[src/rtl/opf_pkg.sv]
package opf_pkg;
  typedef enum logic [1:0] {
    ST_IDLE = 2'd0,
    ST_REQ  = 2'd1,
    ST_DATA = 2'd2,
    ST_DONE = 2'd3
  } opf_state_e;
endpackage

[src/rtl/opf_type_decode.sv]
module opf_type_decode #(
  parameter int LENW = 3
) (
  input  logic [3:0]      op_bits,
  output logic [LENW-1:0] total_dw
);
  // op_bits = dword0[31:28]; table-indirect outranks indirect
  always_comb begin
    if (op_bits[3:2] == 2'b11)
      total_dw = LENW'(3);
    else if (op_bits[3:2] == 2'b00 && op_bits[1])
      total_dw = LENW'(4);
    else if (op_bits[3:2] == 2'b00 && op_bits[0])
      total_dw = LENW'(3);
    else
      total_dw = LENW'(2);
  end
endmodule

[src/rtl/opf_group_len.sv]
module opf_group_len #(
  parameter int LENW     = 3,
  parameter int BURST_DW = 2
) (
  input  logic            burst,
  input  logic [LENW-1:0] remaining,
  output logic [LENW-1:0] grp_len
);
  localparam logic [LENW-1:0] BurstCap = LENW'(BURST_DW);

  always_comb begin
    if (!burst)
      grp_len = LENW'(1);
    else if (remaining > BurstCap)
      grp_len = BurstCap;
    else
      grp_len = remaining;
  end
endmodule

[src/rtl/opf_instr_store.sv]
module opf_instr_store #(
  parameter int DW     = 32,
  parameter int MAX_DW = 4,
  localparam int IDXW  = $clog2(MAX_DW)
) (
  input  logic                 clk,
  input  logic                 rst_n,
  input  logic                 clr,
  input  logic                 wr_en,
  input  logic [IDXW-1:0]      wr_idx,
  input  logic [DW-1:0]        wr_data,
  output logic [MAX_DW*DW-1:0] instr
);
  for (genvar g = 0; g < MAX_DW; g++) begin : g_word
    logic [DW-1:0] word_q;
    always_ff @(posedge clk or negedge rst_n) begin
      if (!rst_n)
        word_q <= '0;
      else if (clr)
        word_q <= '0;
      else if (wr_en && wr_idx == IDXW'(g))
        word_q <= wr_data;
    end
    assign instr[g*DW +: DW] = word_q;
  end
endmodule

[src/rtl/opfetch_burst_seq.sv]
module opfetch_burst_seq
  import opf_pkg::*;
#(
  parameter int AW       = 32,
  parameter int DW       = 32,
  parameter int MAX_DW   = 4,
  parameter int BURST_DW = 2,
  localparam int LENW    = $clog2(MAX_DW + 1),
  localparam int IDXW    = $clog2(MAX_DW)
) (
  input  logic                 clk,
  input  logic                 rst_n,
  input  logic                 prefetch_en,
  input  logic                 burst_en,
  input  logic                 start_valid,
  output logic                 start_ready,
  input  logic [AW-1:0]        start_addr,
  output logic                 req_valid,
  input  logic                 req_ready,
  output logic [AW-1:0]        req_addr,
  output logic [LENW-1:0]      req_len,
  input  logic                 rd_valid,
  output logic                 rd_ready,
  input  logic [DW-1:0]        rd_data,
  output logic                 done,
  output logic [MAX_DW*DW-1:0] instr,
  output logic [LENW-1:0]      instr_len,
  output logic [AW-1:0]        next_ip
);
  localparam int PADW = AW - LENW - 2;

  opf_state_e      state_q;
  logic [AW-1:0]   ip_q;
  logic            burst_q;
  logic [LENW-1:0] total_q;
  logic [LENW-1:0] got_q;
  logic [LENW-1:0] left_q;
  logic [LENW-1:0] dec_total;
  logic [LENW-1:0] total_eff;
  logic [LENW-1:0] grp_len;

  logic start_fire, req_fire, rd_fire;

  assign start_ready = (state_q == ST_IDLE) && !prefetch_en;
  assign start_fire  = start_valid && start_ready;
  assign req_valid   = (state_q == ST_REQ);
  assign req_fire    = req_valid && req_ready;
  assign rd_ready    = (state_q == ST_DATA);
  assign rd_fire     = rd_valid && rd_ready;
  assign done        = (state_q == ST_DONE);

  opf_type_decode #(.LENW(LENW)) u_dec (
    .op_bits  (rd_data[DW-1 -: 4]),
    .total_dw (dec_total)
  );

  opf_group_len #(.LENW(LENW), .BURST_DW(BURST_DW)) u_grp (
    .burst     (burst_q),
    .remaining (total_q - got_q),
    .grp_len   (grp_len)
  );

  opf_instr_store #(.DW(DW), .MAX_DW(MAX_DW)) u_store (
    .clk     (clk),
    .rst_n   (rst_n),
    .clr     (start_fire),
    .wr_en   (rd_fire),
    .wr_idx  (got_q[IDXW-1:0]),
    .wr_data (rd_data),
    .instr   (instr)
  );

  // class is known on the first beat; later beats use the stored count
  assign total_eff = (got_q == '0) ? dec_total : total_q;

  assign req_addr  = ip_q + {{PADW{1'b0}}, got_q, 2'b00};
  assign req_len   = grp_len;
  assign instr_len = total_q;
  assign next_ip   = ip_q + {{PADW{1'b0}}, total_q, 2'b00};

  always_ff @(posedge clk or negedge rst_n) begin
    if (!rst_n) begin
      state_q <= ST_IDLE;
      ip_q    <= '0;
      burst_q <= 1'b0;
      total_q <= '0;
      got_q   <= '0;
      left_q  <= '0;
    end else begin
      unique case (state_q)
        ST_IDLE: begin
          if (start_fire) begin
            ip_q    <= start_addr;
            burst_q <= burst_en;
            total_q <= LENW'(2);
            got_q   <= '0;
            state_q <= ST_REQ;
          end
        end
        ST_REQ: begin
          if (req_fire) begin
            left_q  <= grp_len;
            state_q <= ST_DATA;
          end
        end
        ST_DATA: begin
          if (rd_fire) begin
            got_q   <= got_q + LENW'(1);
            total_q <= total_eff;
            left_q  <= left_q - LENW'(1);
            if (left_q == LENW'(1)) begin
              if (got_q + LENW'(1) == total_eff)
                state_q <= ST_DONE;
              else
                state_q <= ST_REQ;
            end
          end
        end
        ST_DONE: begin
          state_q <= ST_IDLE;
        end
        default: state_q <= ST_IDLE;
      endcase
    end
  end
endmodule

[config.mk]
export PLATFORM = sky130hd
export DESIGN_NAME = opfetch_burst_seq
export DESIGN_NICKNAME = d
export VERILOG_FILES = /design/src/rtl/opf_pkg.sv /design/src/rtl/opf_type_decode.sv /design/src/rtl/opf_group_len.sv /design/src/rtl/opf_instr_store.sv /design/src/rtl/opfetch_burst_seq.sv
export SDC_FILE = /design/constraint.sdc
export NUM_CORES = 1
export LEC_CHECK = 0
export CAP_MARGIN = 30
export CORE_ASPECT_RATIO = 0.8
export CORE_UTILIZATION = 33
export CTS_CLUSTER_DIAMETER = 100
export DETAILED_ROUTE_END_ITERATION = 16
export DONT_BUFFER_PORTS = 1
export PLACE_DENSITY_LB_ADDON = 0.08
export SKIP_CTS_REPAIR_TIMING = 1
export SYNTH_ARGS = -nofsm -noshare
export SYNTH_HDL_FRONTEND = slang
export SYNTH_SLANG_ARGS = --single-unit
[constraint.sdc]
create_clock -name clk -period 3.1 [get_ports clk]
set_input_delay 0.775 -clock clk [delete_from_list [all_inputs] [get_ports clk]]
set_output_delay 0.775 -clock clk [all_outputs]
set_load 0.05 [all_outputs]
==> summary.md <==
| Metric | Value |
|---|---|
| Status | finished with violations |
| Failing checks | setup timing |
| Synthesized Nets | 1073 |
| Final Hold Fails | 0 |
| Pwr dens | 1190 mW/mm^2 |
| Worst vdd ir | 561 uV |
| Port Buffers | 0 |
| Initial antenna violation count | 0 |
| Hold Worst Slack | 0.0349 ns |
| Initial DRC Count | 511 |
| Startpoint types | register |
| RSZ-0062 raised after global routing | yes |
| CP arrival | 2.64 ns |
| Cell Area, Synth | 0.00836 mm^2 |
| RePlAce Congestion | 0.853 |
| Fill count | 2400 |
| Vias in the first global route | 6754 |
| Root Buffer | clkbuf_16 |
| DRT Pass-1 Iters | 4 |
| Post-Place Setup Slack | -0.0829 ns |
| Die X | 180 um |
| Via count | 6903 |
| Final min period | 3.42 ns |
| Max Fclk | 293 MHz |
| EDFF count, synth | 0 |
| Worst Max-Slew Pin Slew | 0.937 ns |
| Flop and latch count out of synthesis | 172 |
| Worst Path Max Fanout | 3 |
| H-Tree Depth | 4 |
| Area Growth Syn to Fin | 37.1% |
| Final slew viol count | 0 |
| Pin count of the biggest net entering global routing | 173 |
| # IOs | 273 |
| TritonCTS Buffers | 17 |
| Final setup violation count | 32 |
| DRC Markers | 0 |
| Initial core utilization | 0.340 |
| Dpl cell area | 0.0100 mm^2 |
| Antenna Nets Post-Route | 0 |
| Slack of the critical path | -0.316 ns |
| Register area share after synthesis | 0.515 |
| Die ar. | 0.0260 mm^2 |
| GRT overflow | 0 |
| GR Util All Layers | 0.207 |
| Drt via density | 4.94 |
| Diodes inserted | 0 |
| Hold Path Class | in -> async |
| Max Cap Viol | 0 |
| Synth Warn # | 0 |
| Per-cell routed wire length | 19.5 um |
| Layout cell share with drive strength beyond 1 | 0.263 |
| Routed WL | 27200 um |
| Critical path class | reg -> out |
| Placed insts | 1338 |
| Critical Path RT | 2.32 ns |
| Main synth FF type | dfrtp_1 |
| Period utilisation layout | 1.10 |
| Core Footprint | 0.0246 mm^2 |
| Clock Pin Slew Worst Setup and Hold Paths | 0.07 ns |
| Num rows | 51 |
| Synth Area per Inst | 8.48 um^2 |
| Post-synthesis async set-or-reset flop share | 1.00 |
| Post-Syn Instances | 986 |
| Synth cell types | 47 |
| HPWL after DPL | 18300 um |
| Final nets | 1152 |
| Die Y-Extent | 144 um |
| First-pass GRT wire length | 41000 um |
| TritonCTS clock tree | done |
| Lkg Pwr | 5.19 nW |
| Max Root-Sink Buffers | 2 |
| Clk sinks | 172 |
| Final Non-Filler Cells | 1396 |
| Clock insertion delay at the later pin of the skew report | 0.44 ns |
| Final Instance Area | 0.0115 mm^2 |
| Element type at the critical path end | primary output |
| Slew headroom | 0.375 |
| Worst clock skew | 0.0112 ns |
==> where the power goes <==
| part | switching [W] | internal (W) |
|---|---|---|
| clock network | 0.00108 | 0.00109 |
| logic | 0.00359 | 0.00251 |
| registers | 0.00244 | 0.00290 |
==> area by class of cell <==
type                            count  area (um^2)  share of cell area
Tap cell                          318          398              0.0347
Multi-Input combinational cell    726         4520               0.394
Inverter                           13         61.3             0.00535
Sequential cell                   172         4310               0.376
Clock inverter                     15          176              0.0154
Clock buffer                       17          425              0.0371
Timing Repair Buffer              135         1570               0.137
==> layer usage <==
metal,GRT usage,vias to the layer above,wire length (um)
met5,0,-,0
met3,0.0718,21,2120
met4,0.0431,0,295
met2,0.311,211,12200
met1,0.287,3338,12600
li1,-,3333,-
==> logic make-up (layout without fill, tap and decap cells) <==
kind of cell	after synthesis	in the layout	share of synthesized area
adders and majority gates	16	16	0.0266
other	1	1	0.000448
DFF	172	172	0.515
xor gates and xnor gates	59	59	0.0634
and+or+nand+nor	490	490	0.249
buffers and inverters	88	180	0.0458
muxes	2	2	0.00239
AOI/OAI and AO/OA	158	158	0.0975
==> worst paths after layout <==
check / start / end / slack [ns] / cells after the start
setup / recovery: ip_q[2] / req_addr[26] / -0.32 / 10
hold / removal: rst_n / ip_q[28] / 0.03 / 0
setup reg to reg: instr_len[0] / left_q[1] / 0.94 / 10
hold reg to reg: ip_q[18] / ip_q[18] / 0.51 / 2
max in group asynchronous: rst_n / u_store.g_word[3].word_q[3] / 2.70 / 0
min in group clk: start_addr[0] / ip_q[0] / 0.44 / 2
==> cells in the mapped netlist (2+ instances only) <==
cell type	number	area share
dfrtp_1	172	0.51
xnor2_1	33	0.035
nor3_1	6	0.0036
o22ai_1	2	0.0015
o31ai_1	2	0.0018
a21oi_1	138	0.083
inv_1	13	0.0058
o21ai_0	9	0.0054
clkbuf_1	45	0.020
a21o_1	4	0.0036
nor2b_1	5	0.0037
nor3b_1	2	0.0018
or3_1	2	0.0015
nand2_1	388	0.17
buf_1	6	0.0027
ha_1	13	0.019
nand3b_1	4	0.0036
buf_4	9	0.0081
and2_1	5	0.0037
nor2_1	25	0.011
mux2i_1	2	0.0024
or2_2	3	0.0022
and3_1	7	0.0052
nor2_2	2	0.0015
buf_2	14	0.0084
or4_4	2	0.0027
or3_4	2	0.0027
xor2_1	25	0.026
nor4_1	2	0.0015
nand2b_1	4	0.0030
and4_1	3	0.0031
fa_1	3	0.0072
nand3_1	15	0.0090
nand4_1	6	0.0045
==> sequential cells by signal (all words and copies together), names as in the netlist <==
register	cells
burst_q	1
got_q	3
instr_len	3
ip_q	32
left_q	3
state_q	2
u_store.g_word.word_q	128
==> critical path, cell delays in order, from the launching register on <==
cell and delay [ns]:
dfrtp_1 0.36, ha_2 0.19, inv_2 0.04, fa_2 0.37, nor2b_4 0.17, o211ai_1 0.13
or3_4 0.39, nor3_2 0.11, buf_4 0.15, xor2_4 0.17, buf_12 0.15
==> per-stage QoR <==
step | utilization | total power (W) | TNS, ns
after floorplan | - | 0.00885 | -0.255
after global placement | 0.406 | 0.0110 | -0.0510
after detailed placement | 0.406 | 0.0110 | -0.217
after CTS | 0.431 | 0.0132 | -11.16
after global routing | 0.466 | 0.0143 | -7.33
final | 0.466 | 0.0136 | -3.34
==> layout by cell type (no fill, tap or decap), types with 4 or more instances in the layout <==
master     Yosys  layout
and3_1         7       5
dfrtp_1      172     164
xnor2_2        0      12
xor2_2         0      10
xnor2_4        0      11
dfrtp_2        0       8
nor3_2         1       4
nor2b_1        5       4
o21ai_0        9       8
clkbuf_16      0      17
nand2_4        0       4
buf_6          0      23
nand4_1        6       6
a21oi_1      138     136
xor2_4         0       6
inv_1         13      10
nor2_2         2       4
nand2_2        0       6
a21o_1         4       4
or3_4          2       4
ha_4           0       4
nor2_1        25      12
buf_4          9      74
clkinv_8       0       7
nand2_1      388     378
ha_1          13       8
xor2_1        25       9
nor2_4         0      11
nand3b_1       4       4
nand3_1       15      11
xnor2_1       33      10
buf_12         0      37
(Power assumes the default switching activity.)
